--- config.mk ---
export PLATFORM = sky130hd
export DESIGN_NAME = eth_daddr_filter
export DESIGN_NICKNAME = d
export VERILOG_FILES = /design/src/rtl/daf_pkg.sv /design/src/rtl/daf_crc_step.sv /design/src/rtl/daf_exact_bank.sv /design/src/rtl/daf_decide.sv /design/src/rtl/eth_daddr_filter.sv
export SDC_FILE = /design/constraint.sdc
export NUM_CORES = 2
export LEC_CHECK = 0
export BUFFER_PORTS_ARGS = -buffer_cell sky130_fd_sc_hd__clkbuf_2
export CORE_ASPECT_RATIO = 0.75
export CORE_MARGIN = 2
export CORE_UTILIZATION = 35
export CTS_BUF_LIST = sky130_fd_sc_hd__clkbuf_16
export DETAILED_ROUTE_END_ITERATION = 12
export PLACE_DENSITY = 0.56
export SYNTH_ARGS = -nofsm -noshare
export SYNTH_HDL_FRONTEND = slang
export SYNTH_HIERARCHICAL = 1
export SYNTH_SLANG_ARGS = --single-unit
--- constraint.sdc ---
create_clock -name clk -period 3 [get_ports clk]
set_input_delay 0.3 -clock clk [delete_from_list [all_inputs] [get_ports clk]]
set_output_delay 0.3 -clock clk [all_outputs]
set_load 0.02 [all_outputs]
--- src/rtl/daf_pkg.sv ---
package daf_pkg;
   localparam logic [31:0] CRC_POLY = 32'hEDB8_8320;
   localparam logic [31:0] CRC_SEED = 32'hFFFF_FFFF;
   localparam int          ADDR_W   = 48;

   typedef enum logic [2:0] {
      RULE_DROP    = 3'd0,
      RULE_RXALL   = 3'd1,
      RULE_PROMISC = 3'd2,
      RULE_BCAST   = 3'd3,
      RULE_MCALL   = 3'd4,
      RULE_HASH    = 3'd5,
      RULE_EXACT   = 3'd6
   } rule_e;
endpackage

--- src/rtl/daf_crc_step.sv ---
module daf_crc_step #(
   parameter int BITS = 8
) (
   input  logic [31:0]     crc_in,
   input  logic [BITS-1:0] data,
   output logic [31:0]     crc_out
);
   import daf_pkg::*;

   generate
      if (BITS == 1) begin : g_serial
         always_comb begin
            crc_out = {1'b0, crc_in[31:1]} ^ ((crc_in[0] ^ data[0]) ? CRC_POLY : 32'h0);
         end
      end else begin : g_wide
         always_comb begin
            logic [31:0] c;
            c = crc_in;
            for (int i = 0; i < BITS; i++) begin
               c = {1'b0, c[31:1]} ^ ((c[0] ^ data[i]) ? CRC_POLY : 32'h0);
            end
            crc_out = c;
         end
      end
   endgenerate
endmodule

--- src/rtl/daf_exact_bank.sv ---
module daf_exact_bank #(
   parameter int SLOTS  = 16,
   parameter int ADDR_W = 48,
   localparam int IDX_W = $clog2(SLOTS)
) (
   input  logic              clk,
   input  logic              rst_n,
   input  logic              wr_en,
   input  logic [IDX_W-1:0]  wr_slot,
   input  logic [ADDR_W-1:0] wr_addr,
   input  logic              wr_active,
   input  logic [ADDR_W-1:0] cmp_addr,
   output logic              hit
);
   logic [SLOTS-1:0] slot_hit;

   generate
      for (genvar s = 0; s < SLOTS; s++) begin : g_slot
         logic [ADDR_W-1:0] addr_q;
         logic              act_q;
         always_ff @(posedge clk or negedge rst_n) begin
            if (!rst_n) begin
               addr_q <= '0;
               act_q  <= 1'b0;
            end else if (wr_en && (wr_slot == IDX_W'(s))) begin
               addr_q <= wr_addr;
               act_q  <= wr_active;
            end
         end
         assign slot_hit[s] = act_q && (addr_q == cmp_addr);
      end
   endgenerate

   assign hit = |slot_hit;
endmodule

--- src/rtl/daf_decide.sv ---
module daf_decide (
   input  logic [47:0]         addr,
   input  logic [31:0]         crc,
   input  logic [31:0]         hash_lo,
   input  logic [31:0]         hash_hi,
   input  logic                exact_hit,
   input  logic                rx_all,
   input  logic                promisc,
   input  logic                pass_mcast,
   input  logic                hash_en,
   output logic                accept,
   output daf_pkg::rule_e      rule
);
   import daf_pkg::*;

   logic [5:0] idx;
   logic       bin;
   logic       is_group;
   logic       is_bcast;

   always_comb begin
      for (int k = 0; k < 6; k++) idx[5-k] = ~crc[k];
   end

   assign bin      = idx[5] ? hash_hi[idx[4:0]] : hash_lo[idx[4:0]];
   assign is_group = addr[0];
   assign is_bcast = &addr;

   always_comb begin
      rule = RULE_DROP;
      if (rx_all)                        rule = RULE_RXALL;
      else if (promisc)                  rule = RULE_PROMISC;
      else if (is_bcast)                 rule = RULE_BCAST;
      else if (is_group) begin
         if (pass_mcast)                 rule = RULE_MCALL;
         else if (hash_en && bin)        rule = RULE_HASH;
      end else if (exact_hit)            rule = RULE_EXACT;
      accept = (rule != RULE_DROP);
   end
endmodule

--- src/rtl/eth_daddr_filter.sv ---
module eth_daddr_filter #(
   parameter int SLOTS    = 16,
   parameter int CRC_BITS = 8,
   localparam int IDX_W   = $clog2(SLOTS),
   localparam int STEPS   = 48 / CRC_BITS,
   localparam int CNT_W   = (STEPS > 1) ? $clog2(STEPS) : 1
) (
   input  logic             clk,
   input  logic             rst_n,
   input  logic             da_valid,
   input  logic [47:0]      da_addr,
   output logic             da_ready,
   input  logic             ctl_rx_all,
   input  logic             ctl_promisc,
   input  logic             ctl_pass_mcast,
   input  logic             ctl_hash_en,
   input  logic [31:0]      hash_lo,
   input  logic [31:0]      hash_hi,
   input  logic             uc_wr_en,
   input  logic [IDX_W-1:0] uc_wr_slot,
   input  logic [47:0]      uc_wr_addr,
   input  logic             uc_wr_active,
   output logic             dec_valid,
   output logic             dec_accept,
   output logic [2:0]       dec_rule
);
   import daf_pkg::*;

   generate
      if (!(SLOTS == 16 || SLOTS == 32)) begin : g_bad_slots
         $error("SLOTS must be 16 or 32");
      end
      if ((CRC_BITS < 1) || (48 % CRC_BITS != 0)) begin : g_bad_bits
         $error("CRC_BITS must divide 48");
      end
   endgenerate

   typedef enum logic [1:0] {ST_IDLE, ST_RUN, ST_DEC} st_e;

   st_e               st_q;
   logic [CNT_W-1:0]  cnt_q;
   logic [47:0]       addr_q;
   logic [47:0]       sh_q;
   logic [31:0]       crc_q;
   logic [31:0]       crc_nxt;
   logic              exact_hit;
   logic              acc_c;
   rule_e             rule_c;

   assign da_ready = (st_q == ST_IDLE);

   daf_crc_step #(.BITS(CRC_BITS)) u_crc (
      .crc_in (crc_q),
      .data   (sh_q[CRC_BITS-1:0]),
      .crc_out(crc_nxt)
   );

   daf_exact_bank #(.SLOTS(SLOTS), .ADDR_W(48)) u_bank (
      .clk      (clk),
      .rst_n    (rst_n),
      .wr_en    (uc_wr_en),
      .wr_slot  (uc_wr_slot),
      .wr_addr  (uc_wr_addr),
      .wr_active(uc_wr_active),
      .cmp_addr (addr_q),
      .hit      (exact_hit)
   );

   daf_decide u_dec (
      .addr      (addr_q),
      .crc       (crc_q),
      .hash_lo   (hash_lo),
      .hash_hi   (hash_hi),
      .exact_hit (exact_hit),
      .rx_all    (ctl_rx_all),
      .promisc   (ctl_promisc),
      .pass_mcast(ctl_pass_mcast),
      .hash_en   (ctl_hash_en),
      .accept    (acc_c),
      .rule      (rule_c)
   );

   always_ff @(posedge clk or negedge rst_n) begin
      if (!rst_n) begin
         st_q       <= ST_IDLE;
         cnt_q      <= '0;
         addr_q     <= '0;
         sh_q       <= '0;
         crc_q      <= CRC_SEED;
         dec_valid  <= 1'b0;
         dec_accept <= 1'b0;
         dec_rule   <= 3'd0;
      end else begin
         dec_valid <= 1'b0;
         case (st_q)
            ST_IDLE: begin
               if (da_valid) begin
                  addr_q <= da_addr;
                  sh_q   <= da_addr;
                  crc_q  <= CRC_SEED;
                  cnt_q  <= '0;
                  st_q   <= ST_RUN;
               end
            end
            ST_RUN: begin
               crc_q <= crc_nxt;
               sh_q  <= sh_q >> CRC_BITS;
               if (cnt_q == CNT_W'(STEPS - 1)) st_q <= ST_DEC;
               else cnt_q <= cnt_q + 1'b1;
            end
            ST_DEC: begin
               dec_valid  <= 1'b1;
               dec_accept <= acc_c;
               dec_rule   <= rule_c;
               st_q       <= ST_IDLE;
            end
            default: st_q <= ST_IDLE;
         endcase
      end
   end
endmodule

* After elaboration in Yosys (flattened, before gate mapping)
Cells that the tools add are included.
** Storage, ports and cells
- Input bits :: 173
- Output and inout port bits :: 6
- Register bits after elaboration :: 922
** Operators by class
- Bitwise gates (word level) :: 21
- Eq/ne operators :: 37
- Order comparisons :: 1
- Reductions and logical operators :: 43
- Add/subtract/negate cells :: 1
- Muxes and demuxes :: 31
** Operators by type and width (count)
- $eq 48x48->1 :: 16
- $mux 32 :: 9
- $xor 31x32->32 :: 8
- $pmux 48 s2 :: 1
- $pmux 32 s2 :: 1
- $mux 48 :: 1
- $reduce_and 48->1 :: 1
- $logic_and 1x1->1 :: 33
- $eq 4x4->1 const B :: 8
- $mux 3 :: 9
- $eq 4x3->1 const B :: 4
- $reduce_or 16->1 :: 1
- $bmux 1 s5 :: 2
- $eq 4x2->1 const B :: 2
- $xor 1x1->1 :: 8
- $lt 5x6->1 const B :: 1
- $ne 2x2->1 const B :: 3
- $pmux 3 s2 :: 1
- $reduce_and 2->1 :: 3
- $not 1->1 :: 5
- $eq 4x1->1 const B :: 1
- $logic_not 4->1 :: 1
- $mux 1 :: 4
- $mux 2 :: 2
- other kinds (9) :: 9

* Depth between registers and ports, before layout
- Depth after elaboration :: 25
- Mapped depth :: 12

* Hierarchy
Netlist, hierarchy kept.
** Modules (own cells, without submodules)
- daf_exact_bank :: times used 1, area each 38140.3 um^2, cells each 2931
- eth_daddr_filter :: times used 1, area each 5467.7 um^2, cells each 573
- daf_decide :: times used 1, area each 772.0 um^2, cells each 67
- daf_crc_step :: times used 1, area each 690.7 um^2, cells each 72

* Worst setup path after synthesis
OpenSTA, ideal clock, no wires.
- Path type :: reg2reg
- Start :: reg addr_q[0]
- End :: reg dec_accept
- Setup time :: 125 ps
- Cell stages (with the launch flop) :: 12
- Data required time :: 2875 ps
- Buffers on the path :: 2
- Arrival :: 2107 ps
- Setup slack :: 768 ps
- Cells stage by stage :: dfrtp_1 > buf_2 > buf_2 > xor2_1 > nor4_1 > nand4_1 > nor4_1 > nor4_1 > nand4_1 > a21oi_1 > o2111ai_1 > mux2_2
** On the way
- Cells in the longest elaborated chain, start to end :: 9
- Elaborated cells on any way between the ends :: 40
- Those cells by class :: 16 x eq/ne; 5 x mux; 19 x reduce/logical
** Ends and longest elaborated chain
- start: declaration :: RTL line eth_daddr_filter.sv:42 : logic [47:0] addr_q;
- start signal: assignment :: RTL line eth_daddr_filter.sv:98 : addr_q <= da_addr;
- $eq 48x48->1 :: RTL line daf_exact_bank.sv:30 : assign slot_hit[s] = act_q && (addr_q == cmp_addr);
- $logic_and 1x1->1 :: RTL line daf_exact_bank.sv:30
- $reduce_or 16->1 (*) :: RTL line daf_exact_bank.sv:34 : assign hit = |slot_hit;
- named net exact_hit :: RTL line eth_daddr_filter.sv:46 : logic exact_hit;
- $mux 3 (*) :: RTL line daf_decide.sv:37 : end else if (exact_hit) rule = RULE_EXACT;
- $mux 3 (*) :: RTL line daf_decide.sv:34 : else if (is_group) begin
- $mux 3 (*) :: RTL line daf_decide.sv:33 : else if (is_bcast) rule = RULE_BCAST;
- $mux 3 (*) :: RTL line daf_decide.sv:32 : else if (promisc) rule = RULE_PROMISC;
- $mux 3 (*) :: RTL line daf_decide.sv:31 : if (rx_all) rule = RULE_RXALL;
- $reduce_bool 3->1 (*) :: RTL line daf_decide.sv:38 : accept = (rule != RULE_DROP);
- named net acc_c :: RTL line eth_daddr_filter.sv:47 : logic acc_c;
- end signal: assignment :: RTL line eth_daddr_filter.sv:91 : dec_accept <= 1'b0;
- end signal: assignment :: RTL line eth_daddr_filter.sv:113 : dec_accept <= acc_c;
- end: declaration :: RTL line eth_daddr_filter.sv:24 : output logic dec_accept,
The timed path passes the listed nets; every way through them passes the cells marked *.
A chain may end at the register's enable or synchronous reset.

* Worst setup path after layout
- Start :: reg addr_q[5]
- End :: reg dec_rule[2]
** On the way
- Cells in the longest elaborated chain, start to end :: 8
- Elaborated cells on any way between the ends :: 39
- Those cells by class :: 16 x eq/ne; 5 x mux; 18 x reduce/logical
** Ends and longest elaborated chain
- $eq 48x48->1 :: RTL line daf_exact_bank.sv:30
- $logic_and 1x1->1 :: RTL line daf_exact_bank.sv:30
- $reduce_or 16->1 (*) :: RTL line daf_exact_bank.sv:34
- named net exact_hit :: RTL line eth_daddr_filter.sv:46
- $mux 3 (*) :: RTL line daf_decide.sv:37
- $mux 3 (*) :: RTL line daf_decide.sv:34
- $mux 3 (*) :: RTL line daf_decide.sv:33
- $mux 3 (*) :: RTL line daf_decide.sv:32
- $mux 3 (*) :: RTL line daf_decide.sv:31
- named net rule_c[2] :: RTL line eth_daddr_filter.sv:48 : rule_e rule_c;
- end signal: assignment :: RTL line eth_daddr_filter.sv:114 : dec_rule <= rule_c;
- end: declaration :: RTL line eth_daddr_filter.sv:25 : output logic [2:0] dec_rule
Marks and branches as above.

==> impl_metrics.py <==
metrics = {
    "sta": {
        "rsz0062_at_grt": "true",
        "worst_pin_slew_ps": 1131,
        "setup_viol_count_final": 3,
        "hold_violations": 0,
        "slew_viol_final": 0,
        "fin_crit_ps": 3061,
        "final.setup_skew_ps": 32.80,
        "max_slew_margin": 0.2461,
        "max_clock_freq_ghz": 0.3267,
        "fin_crit_sh": 1.020,
        "tns_ps": -80.99,
        "timing.hold.ws_ps": 53.99,
        "worst_slack_ps": -61.14,
    },
    "global_routing": {
        "gr-total-overflow": 0,
        "grt_antenna_before_repair": 27,
        "grt_pass1_vias": 31064,
        "track_usage": 0.2690,
        "grt_pass1_wl_um": 249400,
        "grt_max_degree": 115,
    },
    "clock_tree": {
        "cts_inserted_buffers": 89,
        "clk_pin_slew_ps": 70,
        "cts_buffer_depth": 3,
        "cts_tree": "yes",
        "clock_sinks": 922,
        "cts_root_buf": "clkbuf_16",
        "htreeDepth": 3,
        "worstSkewPairLatency_ps": 710,
    },
    "layout": {
        "drive_gt1_frac": 0.3288,
        "fin_util": 0.4249,
        "final-instance-count-excl-fill": 5765,
        "final_nets": 4187,
        "num-fill-cells": 11886,
        "syn2layout_area_growth_pct": 19.96,
    },
    "critical_path": {
        "path_buf_inv": 4,
        "startpoint_type": "register",
        "max_stage_delay_ps": 820,
        "cpMaxStageDelayCell": "a211oi_1",
        "crit_fanout": 8,
        "worst-endpoint-required_ps": 3640,
        "crit_family": "compound AO/OA/AOI/OAI gates",
        "endpoint_kind": "register",
        "r2r-start": "addr_q[5]$_DFFE_PN0P_",
        "cp.arrival_ps": 3700,
        "crit_start": "addr_q[5]$_DFFE_PN0P_",
        "worstSetupPathType": "register to register",
        "crit_chain": "buf_12 -> buf_4 -> inv_1 -> o21ai_0 -> a211oi_1 -> a31oi_1 -> nand4_1 -> buf_4 -> o211ai_1 -> a31oi_1 -> mux2_4",
    },
    "detailed_routing": {
        "detail-route-antenna-nets": 0,
        "wl_per_cell_um": 30.90,
        "viasPerCell": 5.507,
        "drc": 0,
        "first_pass_iters": 8,
        "wirelength_um": 178200,
        "drtIter0Drc": 3572,
        "dr_total_vias": 31747,
    },
    "status": {
        "status": "finished with violations",
        "violations": "negative setup slack",
    },
    "logic_synthesis": {
        "async_reset_ff_frac": 1.000,
        "syn_area_um2": 45070,
        "yosysTopAreaCell": "dfrtp_1",
        "synth_commonest_cells": "890 x dfrtp_1, 601 x mux2_2, 425 x xnor2_1, 359 x xor2_1, 335 x nand2_1",
        "synth-warning-count": 6,
        "synth_enable_flop_cells": 0,
        "synth_top_family_by_area": "multiplexers",
        "synthMostInstantiatedCell": "dfrtp_1",
        "synth-xor-area-share": 0.1551,
        "syn_nets": 3818,
        "yosys.area_share.simple": 0.07276,
        "synth.area.mux_share": 0.2032,
        "synthTopCellsByArea": "dfrtp_1 49%, mux2_2 15%, xnor2_1 8.3%, xor2_1 7.0%, mux2_1 4.2%",
        "synth_cell_type_count": 62,
        "synth_seq_area_share": 0.5128,
        "synth_cells": 3643,
        "postSynthAreaPerCell_um2": 12.37,
        "synth_compound_area_frac": 0.02157,
        "yosys.area_share.adder": 0.0005552,
        "synthFlopType": "dfrtp_1",
        "synth-seq-cells": 922,
        "synth_top_area_frac": 0.4941,
    },
    "place": {
        "dp_hpwl_um": 118400,
        "port_buffers": 178,
        "place_ws_ps": -762.8,
        "dp.cells": 5526,
        "gp_congestion": 0.9555,
    },
    "run": {
        "maxCapViolCount": 0,
    },
    "die": {
        "core_area_um2": 127200,
        "rows": 113,
        "die_area_um2": 131700,
        "die_w_um": 418.4,
        "io_pins": 179,
        "die_h_um": 314.8,
        "start_util": 0.3542,
    },
    "worst_hold_path": {
        "worstHoldPathType": "input port to register",
        "worstHoldStart": "ctl_promisc",
    },
    "power": {
        "power.density_nw_per_um2": 1049,
        "vdd.ir_drop.worst_mv": 0.9444,
        "p_leak_uw": 0.02368,
    },
}
## stage by stage
step	total power [uW]	instance area (um^2)
2_1_floorplan	33710	45070
3_3_place_gp	44220	50150
3_5_place_dp	44350	50150
4_1_cts	56100	53770
5_1_grt	59220	54050
6_report	56740	54070
## per-layer routing
| metal | wire length, um | track usage |
|---|---|---|
| met4 | 5288 | 0.07425 |
| met3 | 19080 | 0.07386 |
| met2 | 74160 | 0.3818 |
| met1 | 79630 | 0.3990 |
| met5 | 0 | 0 |
## cell families after synthesis
group / Yosys count
compound gates: 140
xor+xnor: 790
fa+ha+maj: 2
buf+inv: 319
flops: 922
mux: 796
simple gates: 674
## layout make-up
type	count	area, um^2	share of cell area
clock inverter	75	508.0	0.009395
clock buffer	91	2277	0.04212
multi-input combinational	2402	20980	0.3880
sequential	922	23110	0.4275
antenna	11	27.53	0.0005091
tap	1667	2086	0.03858
timing repair buffer	547	4883	0.09032
inverter	50	191.4	0.003541
## where the power goes
group	switching (uW)	internal, uW	leakage [uW]
Clock	5230	6020	0.00145
Combinational	14900	11800	0.0109
Sequential	2700	16000	0.0113
## flip-flops by register name, summed over array words and instances, names as in the netlist
register,flops
dec_rule,3
sh_q,48
addr_q,48
u_bank/g_slot.act_q,16
u_bank/g_slot.addr_q,768
dec_accept,1
cnt_q,3
st_q,2
dec_valid,1
crc_q,32
## cells in the final DEF (no fill, tap or decap), types with 83 or more instances in the layout
cell / count
xor2_1: 358
mux2_2: 600
nand2_1: 333
nand4_1: 122
xnor2_1: 419
buf_12: 83
mux2_1: 170
buf_4: 224
clkbuf_16: 91
clkbuf_2: 177
dfrtp_1: 888
## path summary, 6_finish.rpt
| check | to | cells past startpoint | slack (ps) |
|---|---|---|---|
| setup / recovery | dec_rule[2]$_DFFE_PN0P_ | 11 | -60 |
| hold / removal | dec_accept$_DFFE_PN0P_ | 4 | 50 |
| setup reg to reg | dec_rule[2]$_DFFE_PN0P_ | 11 | -60 |
| hold reg to reg | sh_q[8]$_DFFE_PN0P_ | 2 | 470 |
| max in group asynchronous | u_bank/g_slot[12].addr_q[23]$_DFFE_PN0P_ | 3 | 1850 |
| min in group asynchronous | u_bank/g_slot[13].addr_q[28]$_DFFE_PN0P_ | 2 | 150 |
## what timing repair did
| item | 4_1_cts | 5_1_grt |
|---|---|---|
| buffers inserted | 10 | 3 |
| hold endpoints to repair | 224 | 0 |
| hold buffers | 50 | 0 |
| endpoints found under the setup margin | 3 | 3 |
| resized for setup | 47 | 40 |
| pin swaps | 16 | 12 |
## tightest hold or removal path, cell delays in order
cell and delay [ps]:
clkbuf_2 140, a21oi_2 60, o2111ai_1 80, mux2_2 140
(Power assumes the default switching activity.)
